[config.mk]
export PLATFORM = sky130hd
export DESIGN_NAME = out_src_mux
export DESIGN_NICKNAME = d
export VERILOG_FILES = /design/src/rtl/out_src_pkg.sv /design/src/rtl/osm_rst_sync.sv /design/src/rtl/osm_pin_sync.sv /design/src/rtl/osm_src_commit.sv /design/src/rtl/osm_code_stage.sv /design/src/rtl/osm_out_mux.sv /design/src/rtl/out_src_mux.sv
export SDC_FILE = /design/constraint.sdc
export NUM_CORES = 1
export LEC_CHECK = 0
export BUFFER_PORTS_ARGS = -buffer_cell sky130_fd_sc_hd__buf_2
export CAP_MARGIN = 20
export CORE_MARGIN = 5
export CORE_UTILIZATION = 45
export DETAILED_ROUTE_END_ITERATION = 16
export PLACE_DENSITY_LB_ADDON = 0.25
export SETUP_SLACK_MARGIN = 0.4
export SLEW_MARGIN = 20
export SYNTH_ARGS = -nofsm -noshare
export SYNTH_HDL_FRONTEND = slang
export SYNTH_SLANG_ARGS = --single-unit
export TNS_END_PERCENT = 1
[constraint.sdc]
create_clock -name clk -period 1 [get_ports clk]
set_input_delay 0.05 -clock clk [delete_from_list [all_inputs] [get_ports clk]]
set_output_delay 0.05 -clock clk [all_outputs]
set_load 0.05 [all_outputs]
[src/rtl/out_src_pkg.sv]
package out_src_pkg;
  localparam int MODE_W = 2;

  typedef enum logic [1:0] {
    SRC_CODE_A = 2'd0,
    SRC_CODE_B = 2'd1,
    SRC_EXT    = 2'd2
  } src_e;

  localparam logic [MODE_W-1:0] MODE_RESERVED = 2'b11;

  function automatic logic mode_is_reserved(input logic [MODE_W-1:0] m);
    return m == MODE_RESERVED;
  endfunction
endpackage

[src/rtl/osm_rst_sync.sv]
module osm_rst_sync #(
  parameter int STAGES = 2
) (
  input  logic clk,
  input  logic rst_n,
  output logic rst_sync_n
);
  logic [STAGES-1:0] chain_q;

  always_ff @(posedge clk or negedge rst_n) begin
    if (!rst_n) chain_q <= '0;
    else        chain_q <= {chain_q[STAGES-2:0], 1'b1};
  end

  assign rst_sync_n = chain_q[STAGES-1];
endmodule

[src/rtl/osm_pin_sync.sv]
module osm_pin_sync #(
  parameter int W      = 2,
  parameter int STAGES = 2
) (
  input  logic         clk,
  input  logic         rst_n,
  input  logic [W-1:0] pin_i,
  output logic [W-1:0] pin_s_o
);
  logic [W-1:0] stage_q [STAGES];

  genvar g;
  generate
    for (g = 0; g < STAGES; g++) begin : g_stage
      if (g == 0) begin : g_first
        always_ff @(posedge clk or negedge rst_n) begin
          if (!rst_n) stage_q[g] <= '0;
          else        stage_q[g] <= pin_i;
        end
      end else begin : g_next
        always_ff @(posedge clk or negedge rst_n) begin
          if (!rst_n) stage_q[g] <= '0;
          else        stage_q[g] <= stage_q[g-1];
        end
      end
    end
  endgenerate

  assign pin_s_o = stage_q[STAGES-1];
endmodule

[src/rtl/osm_src_commit.sv]
module osm_src_commit
  import out_src_pkg::*;
(
  input  logic              clk,
  input  logic              rst_n,
  input  logic              commit_i,
  input  logic [MODE_W-1:0] mode_i,
  output src_e              src_o
);
  src_e src_q, src_d;
  logic src_en;

  always_comb begin
    src_en = commit_i && !mode_is_reserved(mode_i);
    src_d  = src_q;
    if (src_en) begin
      unique case (mode_i)
        2'b00:   src_d = SRC_CODE_A;
        2'b01:   src_d = SRC_CODE_B;
        default: src_d = SRC_EXT;
      endcase
    end
  end

  always_ff @(posedge clk or negedge rst_n) begin
    if (!rst_n)      src_q <= SRC_CODE_A;
    else if (src_en) src_q <= src_d;
  end

  assign src_o = src_q;
endmodule

[src/rtl/osm_code_stage.sv]
module osm_code_stage #(
  parameter int DATA_W = 6
) (
  input  logic              clk,
  input  logic              rst_n,
  input  logic              store_rdy_i,
  input  logic [DATA_W-1:0] code_a_i,
  input  logic [DATA_W-1:0] code_b_i,
  output logic [DATA_W-1:0] shown_a_o,
  output logic [DATA_W-1:0] shown_b_o
);
  logic [DATA_W-1:0] shown_a_q, shown_b_q;

  always_ff @(posedge clk or negedge rst_n) begin
    if (!rst_n) begin
      shown_a_q <= '0;
      shown_b_q <= '0;
    end else if (store_rdy_i) begin
      shown_a_q <= code_a_i;
      shown_b_q <= code_b_i;
    end
  end

  assign shown_a_o = shown_a_q;
  assign shown_b_o = shown_b_q;
endmodule

[src/rtl/osm_out_mux.sv]
module osm_out_mux
  import out_src_pkg::*;
#(
  parameter int DATA_W = 6,
  parameter int EXT_W  = 5
) (
  input  logic              clk,
  input  logic              rst_n,
  input  logic              hold_s_i,
  input  logic              route_s_i,
  input  src_e              src_i,
  input  logic [DATA_W-1:0] shown_a_i,
  input  logic [DATA_W-1:0] shown_b_i,
  input  logic [EXT_W-1:0]  ext_i,
  output logic              hold_prev_o,
  output logic [DATA_W-1:0] held_o,
  output logic [DATA_W-1:0] y_o
);
  localparam int PAD_W = DATA_W - EXT_W;

  logic              hold_prev_q;
  logic [DATA_W-1:0] held_q, held_d;
  logic [DATA_W-1:0] y_q, y_d;
  logic [DATA_W-1:0] ext_z;
  logic              hold_rise;

  always_comb begin
    ext_z     = {{PAD_W{1'b0}}, ext_i};
    hold_rise = hold_s_i && !hold_prev_q;
    held_d    = hold_rise ? y_q : held_q;
    unique case ({route_s_i, hold_s_i})
      2'b00: y_d = '0;
      2'b01: y_d = held_d;
      2'b11: y_d = ext_z;
      default: begin
        unique case (src_i)
          SRC_CODE_A: y_d = shown_a_i;
          SRC_CODE_B: y_d = shown_b_i;
          default:    y_d = ext_z;
        endcase
      end
    endcase
  end

  always_ff @(posedge clk or negedge rst_n) begin
    if (!rst_n) begin
      hold_prev_q <= 1'b0;
      held_q      <= '0;
      y_q         <= '0;
    end else begin
      hold_prev_q <= hold_s_i;
      if (hold_rise) held_q <= held_d;
      y_q <= y_d;
    end
  end

  assign hold_prev_o = hold_prev_q;
  assign held_o      = held_q;
  assign y_o         = y_q;
endmodule

[src/rtl/out_src_mux.sv]
module out_src_mux
  import out_src_pkg::*;
#(
  parameter int DATA_W      = 6,
  parameter int EXT_W       = 5,
  parameter int SYNC_STAGES = 2
) (
  input  logic              clk,
  input  logic              rst_n,
  input  logic              commit_i,
  input  logic [1:0]        mode_i,
  input  logic              store_rdy_i,
  input  logic [DATA_W-1:0] code_a_i,
  input  logic [DATA_W-1:0] code_b_i,
  input  logic [EXT_W-1:0]  ext_i,
  input  logic              hold_sel_i,
  input  logic              route_en_i,
  output logic [DATA_W-1:0] y_o
);
  localparam int PIN_W = 2;

  logic              rst_int_n;
  logic [PIN_W-1:0]  pins_s;
  logic              hold_s, route_s, hold_prev;
  src_e              src_q;
  logic [DATA_W-1:0] shown_a, shown_b, held_q;

  osm_rst_sync #(.STAGES(SYNC_STAGES)) i_rst_sync (
    .clk(clk), .rst_n(rst_n), .rst_sync_n(rst_int_n)
  );

  osm_pin_sync #(.W(PIN_W), .STAGES(SYNC_STAGES)) i_pin_sync (
    .clk(clk), .rst_n(rst_int_n),
    .pin_i({hold_sel_i, route_en_i}), .pin_s_o(pins_s)
  );

  assign hold_s  = pins_s[1];
  assign route_s = pins_s[0];

  osm_src_commit i_src_commit (
    .clk(clk), .rst_n(rst_int_n), .commit_i(commit_i),
    .mode_i(mode_i), .src_o(src_q)
  );

  osm_code_stage #(.DATA_W(DATA_W)) i_code_stage (
    .clk(clk), .rst_n(rst_int_n), .store_rdy_i(store_rdy_i),
    .code_a_i(code_a_i), .code_b_i(code_b_i),
    .shown_a_o(shown_a), .shown_b_o(shown_b)
  );

  osm_out_mux #(.DATA_W(DATA_W), .EXT_W(EXT_W)) i_out_mux (
    .clk(clk), .rst_n(rst_int_n), .hold_s_i(hold_s), .route_s_i(route_s),
    .src_i(src_q), .shown_a_i(shown_a), .shown_b_i(shown_b), .ext_i(ext_i),
    .hold_prev_o(hold_prev), .held_o(held_q), .y_o(y_o)
  );
endmodule

# Word-level counts from Yosys, hierarchy flattened
# Cells that the tools add are included.
# totals
memories,0
register_bits,33
elab_cells,25
romBits,0
latch_bits,0
ramBits,0
inputBits,25
# op_classes
eq_ne,5
mux,4
magnitude_cmp,0
n_div,0
reduce_logical,7
add_sub_neg,0
multipliers,0
bitwise_logic,0
n_shift,0
# ops
op,count
one-hot mux 6 bit (3 select lines),1
one-hot mux 6 bit (2 select lines),1
equality test 2 x 1 -> 1 bit (second input constant),3
logical NOT 2 bit,3
two-way mux 6 bit,1
equality test 2 bit (second input constant),2
one-hot mux 2 bit (2 select lines),1
logical AND 1 bit,2
logical NOT 1 bit,2

# Logic depth before layout (Yosys ltp)
# depth
ltp_word,4
ltp_mapped,5

# Modules after synthesis
# Synthesis repeated with hierarchy kept, for this count alone.
# hier_totals
hier_cells,90
area_unflattened_um2,1368.8
# by_module_without_submodules
mod,instances,cells_each,seq_area_each_um2,area_per_inst_um2
osm_out_mux,1,49,325.3,625.6
osm_code_stage,1,25,300.3,484.2
osm_pin_sync,1,6,100.1,115.1
osm_src_commit,1,7,50.0,90.1
osm_rst_sync,1,3,50.0,53.8

# Worst setup path after synthesis
# No wires, ideal clock.
# synth_timing
path_kind,register to register
startpoint,"register i_pin_sync.stage_q, in the netlist i_pin_sync.pin_s_o[1]"
endpoint,"register i_out_mux.y_q[0], in the netlist i_out_mux.y_o[0]"
required_ns,0.869
slack_ns,-0.261
path_buffers,2
arrival_time_ns,1.130
stages_incl_launch_ff,6
path_cell_list,dfrtp_1 -> buf_6 -> nor2b_4 -> buf_6 -> mux2_4 -> o2bb2ai_1
# synth_via
elab_chain_cells,3
word_cells_on_any_way,6
# synth_lines
element,line,rtl
start: declaration,osm_pin_sync.sv:10,logic [W-1:0] stage_q [STAGES];
start signal: indexed assignment,osm_pin_sync.sv:23,else stage_q[g] <= stage_q[g-1];
logical AND 1 bit,osm_out_mux.sv:29,hold_rise = hold_s_i && !hold_prev_q;
two-way mux 6 bit,osm_out_mux.sv:30,held_d = hold_rise ? y_q : held_q;
one-hot mux 6 bit (3 select lines) *,osm_out_mux.sv:31,"unique case ({route_s_i, hold_s_i})"
net i_out_mux.y_d[0],osm_out_mux.sv:23,"logic [DATA_W-1:0] y_q, y_d;"
end signal: assignment,osm_out_mux.sv:53,y_q <= y_d;
end: declaration,osm_out_mux.sv:23,
# Mark *: on every way through the listed nets, which the timed path passes. The rest lies on a longest branch.
# A chain may end at the register's enable or synchronous reset.

# Worst setup path in the final report
# Same ends and word-level chain as after synthesis.

==> impl_metrics.json <==
{
  "status": "finished, violations left",
  "violations": "hold timing, setup timing",
  "endpoint_kind": "flop",
  "rsz0062_at_grt": "yes",
  "slowest_delay_ps": 380,
  "layout_setup_ws_ps": -244.0,
  "cts.clk_slew.worst_paths_ps": 100,
  "fmax_mhz": 803.9,
  "ant_nets": 0,
  "cts_made_buffers": 5,
  "ys_seq_elements": 33,
  "netlist_area_sq_um": 1297,
  "grt_pass1_wl_um": 4381,
  "hp-class": "in2reg",
  "synth.yosys.seq_area_share_pct": 63.65,
  "critPathMaxFanout": 6,
  "wl_um": 2524,
  "die_x_um": 63.70,
  "hold_viol_final": 14,
  "die_h_um": 63.70,
  "drive_above_1_share_pct": 48.89,
  "row_count": 19,
  "area_delta_synth_final_pct": 35.97,
  "cts.htree.levels": 2,
  "yosys-top-cells-area": "dfrtp_1 64%, mux2_2 10%, mux2i_1 6.9%",
  "path_class": "reg2reg",
  "ir_drop_v": 0.001708,
  "drtPass1Iterations": 4,
  "synth.avg_cell_area_sq_um": 14.58,
  "clock_latency_ps": 320,
  "clk_path_buf_depth": 2,
  "worst-endpoint-arrival_ps": 1450,
  "core_sq_um": 2758,
  "initial_utilization_pct": 47.05,
  "portBuffers": 30,
  "synth_top_area_share_pct": 63.65,
  "hpwlAfterDp_um": 1867,
  "final_nets": 159,
  "power_mw": 3.209,
  "grt_pass1_vias": 987,
  "vias": 844,
  "io_pins": 31,
  "timing.hold.ws_ps": -41.73,
  "tritoncts": "built",
  "grtUsageTotal_pct": 14.31,
  "cts-root-buf": "clkbuf_4",
  "layout_common_cells": "32 x dfrtp_1, 24 x buf_2, 14 x mux2_4, 9 x mux2i_1, 8 x buf_6",
  "start_kind": "flop",
  "cp_cell_sequence": "nor2b_4 -> mux2_4 -> o2bb2ai_1",
  "critical_path.top_delay_family": "flip-flops",
  "path_buf_inv": 0,
  "route.met3.wl_um": 140,
  "clock_skew_ps": 11.73,
  "ys_types": 18,
  "dpl.cell_count": 155,
  "instances_no_fill": 166,
  "drc": 0,
  "cts_hold_buf": 3,
  "setup_viol": 12,
  "cp_data_required_time_ps": 1210,
  "diodes": 0,
  "synth_top_cell_by_area": "dfrtp_1",
  "powerDensity_nw_per_um2": 1819,
  "ys_warn_count": 0,
  "drv_cap": 0,
  "fin_crit_ps": 1244,
  "syn_nets": 114,
  "gp_congestion": 0.7359,
  "grt_max_degree": 32,
  "wl_met2_um": 1297,
  "antenna_found_initial": 0,
  "p_leak_nw": 0.8766,
  "maxUsedRoutingLayer": "met4",
  "slowest_stage": "dfrtp_1",
  "final_common_cell": "dfrtp_1",
  "die_area_sq_um": 4057,
  "wl_met1_um": 1056,
  "via_per_inst": 5.084,
  "fillers": 222,
  "clock-sinks": 33,
  "grt_overflow_total": 0,
  "fin_crit_sh_pct": 124.4,
  "drt_iter0_drc": 26,
  "cts_setup_buffers": 0,
  "slew_violations": 0,
  "wire_per_inst_um": 15.20,
  "syn_inst": 89
}
==> worst register-to-register path, delay by kind of cell, from the launching register on <==
family | cells | cell delay [ps]
multiplexers | 1 | 340
AND/OR/NAND/NOR | 1 | 290
flip-flops | 1 | 380
AO/OA/AOI/OAI | 1 | 120
==> where the power goes <==
group	leakage [nW]	switching [mW]	internal, mW
logic	0.432	0.308	0.318
registers	0.399	0.0878	1.48
clock network	0.0455	0.414	0.597
==> sequential cells by signal, indices dropped and copies added, names as in the netlist <==
signal / cells
i_out_mux.hold_prev_o: 1
i_code_stage.shown_b_o: 6
i_rst_sync.chain_q: 2
i_src_commit.src_o: 2
i_out_mux.y_o: 6
i_pin_sync.pin_s_o: 2
i_out_mux.held_o: 6
i_code_stage.shown_a_o: 6
i_pin_sync.stage_q: 2
==> metrics by stage <==
step | worst slack, ps | instance area [sq um] | util, % | TNS, ps
finish | -244.0 | 1764 | 63.97 | -1890
global placement | -195.3 | 1534 | 55.63 | -1372
floorplan | -261.1 | 1297 | - | -1823
global route | -312.1 | 1764 | 63.97 | -2841
detailed placement | -247.3 | 1534 | 55.63 | -2116
CTS | -249.6 | 1744 | 63.25 | -2032
==> path summary, 6_finish.rpt <==
path | start | endpoint | slack, ps | cells after the start
setup / recovery | i_pin_sync.pin_s_o[1] | i_out_mux.y_o[0] | -240 | 3
hold / removal | code_a_i[0] | i_code_stage.shown_a_o[0] | -40 | 2
setup reg to reg | i_pin_sync.pin_s_o[1] | i_out_mux.y_o[0] | -240 | 3
hold reg to reg | i_rst_sync.chain_q[1] | i_out_mux.held_o[3] | 220 | 1
max in group asynchronous | i_rst_sync.chain_q[1] | i_src_commit.src_o[1] | 590 | 1
min in group asynchronous | rst_n | i_rst_sync.chain_q[1] | 30 | 2
==> cell type report <==
cell class	instances	area, sq um	area share, %
Sequential cell	33	827.0	46.88
Timing Repair Buffer	42	305.3	17.30
Clock inverter	1	30.03	1.702
Multi-Input combinational cell	48	493.0	27.94
Inverter	4	15.01	0.8511
Clock buffer	7	55.05	3.121
Tap cell	31	38.79	2.199
==> metal layers <==
metal  global-route usage (%)  up-vias
met1                    15.87      413
met3                    4.263        4
met2                    24.62       24
met4                    7.013        0
met5                        0        -
li1                         -      403
==> kinds of logic after synthesis <==
kind of cell / Yosys count / synth area share (%)
AOI/OAI and AO/OA: 12 / 7.425
buffers and inverters: 8 / 3.664
DFF: 33 / 63.64
muxes: 23 / 19.67
other: 1 / 0.2890
and+or+nand+nor: 12 / 5.303
==> synthesized netlist by cell type, drive strengths merged <==
| cell type | number |
|---|---|
| dfrtp | 33 |
| mux2 | 14 |
| mux2i | 9 |
| nor2 | 5 |
| nor2b | 5 |
| buf | 4 |
| inv | 4 |
| o211ai | 4 |
| o221ai | 4 |
| o2bb2ai | 2 |
| a2111oi | 1 |
| conb | 1 |
| nand2 | 1 |
| o21ai | 1 |
| or2b | 1 |
==> repair_timing <==
item | in CTS | in global routing
setup endpoints to repair | 33 | 33
gates resized for setup | 27 | 6
pin swaps | 6 | 4
hold endpoints to repair | 22 | 14
Note: power is estimated with default switching activity, not from simulation.
